$ cat config.mk
export PLATFORM = sky130hd
export DESIGN_NAME = otg_timeout_timer
export DESIGN_NICKNAME = d
export VERILOG_FILES = /design/src/rtl/otgt_pkg.sv /design/src/rtl/otgt_wr_decode.sv /design/src/rtl/otgt_countdown.sv /design/src/rtl/otgt_value_reg.sv /design/src/rtl/otg_timeout_timer.sv
export SDC_FILE = /design/constraint.sdc
export NUM_CORES = 1
export LEC_CHECK = 0
export BUFFER_PORTS_ARGS = -buffer_cell sky130_fd_sc_hd__buf_4
export CORE_ASPECT_RATIO = 0.7
export CORE_MARGIN = 2
export CORE_UTILIZATION = 30
export CTS_CLUSTER_SIZE = 28
export DETAILED_ROUTE_END_ITERATION = 8
export MAX_ROUTING_LAYER = met4
export PLACE_DENSITY = 0.47
export SLEW_MARGIN = 20
export SYNTH_ARGS = -nofsm -noshare
export SYNTH_HDL_FRONTEND = slang
export SYNTH_SLANG_ARGS = --single-unit
$ cat constraint.sdc
create_clock -name clk -period 3.82 [get_ports clk]
set_clock_uncertainty 0.05 [all_clocks]
set_input_delay 0.191 -clock clk [delete_from_list [all_inputs] [get_ports clk]]
set_output_delay 0.191 -clock clk [all_outputs]
set_load 0.01 [all_outputs]
$ cat src/rtl/otgt_pkg.sv
package otgt_pkg;

    localparam int unsigned DATA_W_DEF = 32;
    localparam int unsigned CNT_W_DEF  = 27;

    // Command seen by the countdown each cycle, decoded from the write port.
    typedef enum logic [1:0] {
        CMD_IDLE   = 2'd0,
        CMD_LOAD   = 2'd1,
        CMD_CANCEL = 2'd2
    } otgt_cmd_e;

endpackage

$ cat src/rtl/otgt_wr_decode.sv
module otgt_wr_decode
    import otgt_pkg::*;
#(
    parameter int unsigned DATA_W = DATA_W_DEF,
    parameter int unsigned CNT_W  = CNT_W_DEF
) (
    input  logic              wr_en_i,
    input  logic [DATA_W-1:0] wr_data_i,
    output otgt_cmd_e         cmd_o,
    output logic [CNT_W-1:0]  load_cnt_o
);

    localparam int unsigned EN_BIT = DATA_W - 1;

    always_comb begin
        load_cnt_o = wr_data_i[CNT_W-1:0];
        if (!wr_en_i) begin
            cmd_o = CMD_IDLE;
        end else if (wr_data_i[EN_BIT]) begin
            cmd_o = CMD_LOAD;
        end else begin
            cmd_o = CMD_CANCEL;
        end
    end

endmodule

$ cat src/rtl/otgt_countdown.sv
module otgt_countdown
    import otgt_pkg::*;
#(
    parameter int unsigned CNT_W = CNT_W_DEF
) (
    input  logic             clk,
    input  logic             rst_n,
    input  otgt_cmd_e        cmd_i,
    input  logic [CNT_W-1:0] load_cnt_i,
    input  logic             tick_i,
    output logic             expire_o,
    output logic             pulse_o
);

    typedef struct packed {
        logic [CNT_W-1:0] cnt;
        logic             run;
        logic             pulse;
    } cd_state_t;

    localparam cd_state_t RESET_STATE = '{cnt: '0, run: 1'b0, pulse: 1'b0};

    cd_state_t state_d, state_q;
    logic      expire;

    always_comb begin
        state_d       = state_q;
        state_d.pulse = 1'b0;
        expire        = 1'b0;
        unique case (cmd_i)
            CMD_LOAD: begin
                state_d.cnt = load_cnt_i;
                state_d.run = 1'b1;
            end
            CMD_CANCEL: begin
                state_d.run = 1'b0;
            end
            default: begin
                if (state_q.run && tick_i) begin
                    // Counts of 0 and 1 both finish on this tick.
                    if (state_q.cnt <= CNT_W'(1)) begin
                        expire        = 1'b1;
                        state_d.cnt   = '0;
                        state_d.run   = 1'b0;
                        state_d.pulse = 1'b1;
                    end else begin
                        state_d.cnt = state_q.cnt - CNT_W'(1);
                    end
                end
            end
        endcase
    end

    always_ff @(posedge clk or negedge rst_n) begin
        if (!rst_n) begin
            state_q <= RESET_STATE;
        end else begin
            state_q <= state_d;
        end
    end

    assign expire_o = expire;
    assign pulse_o  = state_q.pulse;

endmodule

$ cat src/rtl/otgt_value_reg.sv
module otgt_value_reg
    import otgt_pkg::*;
#(
    parameter int unsigned DATA_W = DATA_W_DEF
) (
    input  logic              clk,
    input  logic              rst_n,
    input  logic              wr_en_i,
    input  logic [DATA_W-1:0] wr_data_i,
    input  logic              expire_i,
    output logic [DATA_W-1:0] value_o
);

    typedef struct packed {
        logic [DATA_W-1:0] value;
    } vr_state_t;

    vr_state_t state_d, state_q;

    always_comb begin
        state_d = state_q;
        if (wr_en_i) begin
            state_d.value = wr_data_i;
        end else if (expire_i) begin
            state_d.value = '0;
        end
    end

    always_ff @(posedge clk or negedge rst_n) begin
        if (!rst_n) begin
            state_q <= '0;
        end else begin
            state_q <= state_d;
        end
    end

    assign value_o = state_q.value;

endmodule

$ cat src/rtl/otg_timeout_timer.sv
module otg_timeout_timer
    import otgt_pkg::*;
#(
    parameter int unsigned DATA_W = DATA_W_DEF,
    parameter int unsigned CNT_W  = CNT_W_DEF
) (
    input  logic              clk,
    input  logic              rst_n,
    input  logic              wr_en,
    input  logic [DATA_W-1:0] wr_data,
    input  logic              tick,
    output logic [DATA_W-1:0] rd_data,
    output logic              timeout
);

    otgt_cmd_e        cmd;
    logic [CNT_W-1:0] load_cnt;
    logic             expire;

    otgt_wr_decode #(.DATA_W(DATA_W), .CNT_W(CNT_W)) u_dec (
        .wr_en_i    (wr_en),
        .wr_data_i  (wr_data),
        .cmd_o      (cmd),
        .load_cnt_o (load_cnt)
    );

    otgt_countdown #(.CNT_W(CNT_W)) u_cd (
        .clk        (clk),
        .rst_n      (rst_n),
        .cmd_i      (cmd),
        .load_cnt_i (load_cnt),
        .tick_i     (tick),
        .expire_o   (expire),
        .pulse_o    (timeout)
    );

    otgt_value_reg #(.DATA_W(DATA_W)) u_val (
        .clk        (clk),
        .rst_n      (rst_n),
        .wr_en_i    (wr_en),
        .wr_data_i  (wr_data),
        .expire_i   (expire),
        .value_o    (rd_data)
    );

endmodule

## Yosys cells after proc, flatten, opt, wreduce, memory -nomap -nowiden

Index checks and enable logic that the tools add are counted.
W data, S select, Z words.

| word-level totals | value |
|---|---|
| bits in registers | 61 |
| output and inout port bits | 33 |

| cells by class | value |
|---|---|
| add/sub/neg operators | 1 |
| magnitude comparators | 1 |
| equal/unequal tests | 2 |
| mux-type cells | 13 |
| bitwise operators | 1 |
| reductions and logical operators | 8 |

Operators by type and width:

| operator | number |
|---|---|
| $mux W32 | 2 |
| $pmux W27 S2 | 1 |
| $mux W29 | 1 |
| $le A27 B1 Y1 const B | 1 |
| $mux W27 | 1 |
| $sub A27 B1 Y27 const B | 1 |
| $mux W2 | 3 |
| $reduce_bool A3 Y1 | 2 |
| $mux W1 | 4 |
| $reduce_and A2 Y1 | 2 |
| $reduce_bool A2 Y1 | 2 |
| $eq A2 B1 Y1 const B | 1 |
| $eq A2 B2 Y1 const B | 1 |
| $pmux W1 S2 | 1 |
| $reduce_or A2 Y1 | 1 |
| $logic_and A1 B1 Y1 | 1 |
| $not A1 Y1 | 1 |

## Depth between registers and ports, before layout

| logic depth | value |
|---|---|
| depth after elaboration | 7 |
| depth in mapped cells | 9 |
| depth with buffers taken out | 7 |

## Modules after synthesis

Synthesis repeated with hierarchy kept, for this count alone.

| unflattened totals | value |
|---|---|
| cells, all modules | 318 |
| area, all modules | 3339.5 µm² |

Modules (own cells, without submodules):

| module | times used | cells each | area each (µm²) |
|---|---|---|---|
| otgt_countdown | 1 | 217 | 1946.9 |
| otgt_value_reg | 1 | 72 | 1173.6 |
| otgt_wr_decode | 1 | 29 | 219.0 |

## Worst setup path after synthesis

OpenSTA, ideal clock, no wires.

| timing path | value |
|---|---|
| path kind | reg-to-reg |
| start point | reg u_cd.state_q[2] (netlist name) |
| end point | reg u_cd.state_q[28] (netlist name) |
| setup time | 0.069 ns |
| arrival | 2.082 ns |
| required time | 3.701 ns |
| path slack | 1.619 ns |
| cell stages (with the launch flop) | 8 |
| clock period less this slack | 2.201 ns |
| cell sequence | dfrtp_1 inv_1 ha_1 nor4b_2 nand3_1 or4_4 or4_1 nand3_1 |

| between the ends | value |
|---|---|
| longest elaborated chain between the ends | 4 |

RTL lines:

| item | line | source |
|---|---|---|
| start, declared | otgt_countdown.sv:23 | `cd_state_t state_d, state_q;` |
| start signal, assigned | otgt_countdown.sv:58 | `state_q <= state_d;` |
| $sub A27 B1 Y27 / $le A27 B1 Y1 (equally long branches) | otgt_countdown.sv:47, otgt_countdown.sv:41 |  |
| $mux W27 * | otgt_countdown.sv:41 | `if (state_q.cnt <= CNT_W'(1)) begin` |
| $mux W29 * | otgt_countdown.sv:39 | `if (state_q.run && tick_i) begin` |
| $pmux W27 S2 * | otgt_countdown.sv:30 | `unique case (cmd_i)` |

Every way passes the cells marked *; elsewhere a longest branch is shown, timed or not. The select of a mux whose other input is x is not followed.
A chain may end at the register's enable or synchronous reset.

## Final worst setup path

| timing path | value |
|---|---|
| start point | reg u_cd.state_q[11] (netlist name) |
| end point | reg u_cd.state_q[17] (netlist name) |

The elaborated chain is that of the path after synthesis.

==> impl_results.md <==
* Adder-cell share of the synthesized area at 0.829%
* Syn Nets at 324
* Setup violations, final at 0
* Rows at 30
* Comb power frac at 16.2%
* Final Hold Fails at 0
* Initial antenna violation count at 0
* TritonCTS clock tree: yes
* CP max FO at 14
* Wire length per cell at 18.1 um
* Post-synth EDFFs at 0
* Die area at 10900 um^2
* Post-CTS resize count at 0
* Vias in the first global route at 2598
* Diodes inserted at 0
* R2R Setup Slk at 1.14 ns
* Initial DRC Count at 139
* Crit end category: flip-flop
* Sw frac at 27.7%
* Maxcap violations at 0
* DR vias at 2648
* Synthesized netlist cell count at 286
* Reg2Reg Depth at 5
* Clock Path Buffers at 2
* Setup TNS at 0 ns
* Worst-margin pin slew at 0.999 ns
* First-pass GRT wire length at 14.1 mm
* Final net count at 388
* Total chip power at 2.00 mW
* Ys Warns at 0
* Net Sw Power at 0.554 mW
* Slew Viols, Final at 0
* Post-synthesis compound-gate area fraction at 25.4%
* Slew headroom at 33.4%
* Tmin final at 2.68 ns
* Clock sink total at 61
* Share of post-route cells with drive strength above 1 at 28.7%
* DIE HEIGHT at 87.9 um
* Fillers at 985
* Clock share of power at 42.6%
* Avg Inst Size Synth at 10.6 um^2
* Fmax at 374 MHz
* Final Util at 40.5%
* Initial Util at 30.9%
* Fraction of registers with async set/reset at 100%
* Seq pwr share at 41.2%
* R2R Path Start: u_cd.state_q[11]
* Xor/xnor cell area share of the yosys netlist at 0%
* RSZ-0062 raised after global routing: no
* PD cells at 507 nW/um^2
* Post-DRT Antenna Nets at 0
* Req. time, crit path at 3.99 ns
* Place WS at 1.14 ns
* P_int at 1.45 mW
* CP Launch Type: flip-flop
* CP arrival at 2.84 ns
* Die width at 124 um
* CTS buffer count at 9
* Final worst slack at 1.14 ns
* HP Start: wr_data[30]
* CTS Root Cell: clkbuf_16
* IO Pins at 69
* Status: finished, final reports clean
* CORE AREA at 9760 um^2
* Sequential fraction of the synthesis area at 50.6%
* Storage cell area at 1530 um^2
* Hold depth at 2
* Reg clk slew, reported paths at 0.05 ns
* Final HPWL DP at 5.70 mm
* Final Hold Slack at 0.0322 ns
* Largest net degree at the start of global routing at 62
* Post-Synth Simple-Gate Area at 18.4%
* Initial DRT Pass Iterations at 4
* Grt ovf at 0
* All-Layer GR Usage at 18.0%
* Multi-input logic area at 1390 um^2
* Syn-to-layout area delta at 30.8%
* Drt drc at 0
* #FFs+latches synth at 61
* Gpl congestion at 0.854
* # placed instances at 466
* H-tree levels at 3
* Post-route cell area at 3950 um^2
* Hold WC Path Type: in -> reg
* Mapped Area at 3020 um^2
* Post-Place Cell Area at 3630 um^2
* Clk_lat worst skew at 0.34 ns
* Port buffer count at 68
* Endpoint, Worst Hold: u_val.value_o[30]
* Largest family of logic cells by synthesized area: compound AO/OA/AOI/OAI gates
* Hold buffers post-CTS at 1
* Total leakage power at 1.71 nW
* Reg2reg end: u_cd.state_q[17]
* Mux contribution to synthesized area at 0.995%
* Top_reg_cell synth: dfrtp_1
* Drt total wl at 8.74 mm
* Vias per cell at 5.48
* Distinct cells, synth at 53
* Crit Path Class: reg -> reg
* Peak VDD IR at 0.213 mV
* Postcts setup bufs at 0
* Non-Filler Instances at 483
* Period utilisation layout at 70.1%
cells in the final DEF, fill, tap and decap left out, types with 2 or more instances in the layout:
cell type and count:
clkbuf_16 9, clkbuf_8 3, o211ai_1 3, or4_1 3, buf_4 71, and3_1 4, a221o_1 6, or3_1 7
nor3_1 3, or3_2 4, a22oi_1 5, nand3_1 15, ha_1 2, a31oi_1 5, inv_1 4, a21o_1 2
nor4_1 4, nand4_1 2, dfrtp_1 61, a21oi_1 14, nor2_1 20, o21ai_0 12, nand4b_1 3, mux2i_1 3
nand2_1 16, o41ai_1 2, a22o_1 31, o311ai_0 5, o22ai_1 7, and2_1 2
worst max-delay path by stage:
stage / from / to / slack [ns] / cells after the start
after floorplan: u_cd.state_q[2] / u_cd.state_q[28] / 1.62 / 7
after global placement: u_cd.state_q[11] / u_val.value_o[1] / 1.16 / 5
after detailed placement: u_cd.state_q[11] / u_val.value_o[30] / 1.14 / 5
after CTS: u_cd.state_q[11] / u_val.value_o[9] / 1.09 / 5
after global routing: u_cd.state_q[11] / u_val.value_o[9] / 0.90 / 5
final: u_cd.state_q[11] / u_cd.state_q[17] / 1.14 / 5
worst max-delay path, cell delays in order, from the launching register on:
cell and delay (ns):
dfrtp_1 0.45, nor4_2 0.43, and4b_1 0.57, a311o_1 0.57, o22ai_1 0.18, a221o_1 0.29
routing by layer:
layer  GRT usage, %  vias to the layer above  share of wire, %
met1           25.0                     1313                50
met5              -                        -                 0
met3           5.60                       10               6.1
li1               -                     1249                 -
met4           5.82                        0               1.4
met2           25.0                       76                43
kinds of logic after synthesis:
kind of cell | Yosys count
AO/OA/AOI/OAI | 102
adder cells (fa/ha/maj) | 2
buffers and inverters | 23
flip-flops | 61
multiplexers | 3
AND/OR/NAND/NOR | 95
synth_stat cells (4+ instances only):
master | n | area [um^2]
a22oi_1 | 5 | 37.5
nor2_1 | 20 | 75.1
o21ai_0 | 12 | 60.1
nor4_1 | 4 | 25.0
o311ai_0 | 5 | 43.8
buf_2 | 4 | 20.0
clkbuf_1 | 11 | 41.3
and3_1 | 4 | 25.0
a221o_1 | 6 | 60.1
inv_1 | 4 | 15.0
a31oi_1 | 6 | 37.5
a21oi_1 | 14 | 70.1
o22ai_1 | 7 | 43.8
nand3_1 | 15 | 75.1
or3_1 | 7 | 43.8
dfrtp_1 | 61 | 1530
a22o_1 | 31 | 272
nand2_1 | 16 | 60.1
or3_2 | 4 | 30.0
final cells by class:
type	count	area share [%]
flip-flops and latches	61	38.7
clock buffers	13	6.84
repair buffers	72	13.8
multi-input cells	202	35.2
inverters	4	0.380
clock inverters	3	1.08
well taps	128	4.06
flip-flops by register name (all words and copies together) (netlist names):
signal         cells
u_cd.pulse_o       1
u_cd.state_q      28
u_val.value_o     32
power groups by stage:
stage	logic (mW)	clock network [mW]	registers, mW
6_report	0.325	0.852	0.824
5_1_grt	0.363	0.906	0.839
4_1_cts	0.330	0.870	0.823
3_5_place_dp	0.330	0	0.831
3_3_place_gp	0.326	0	0.832
2_1_floorplan	0.184	0	0.821
No activity file was read; power rests on OpenSTA's default activity.
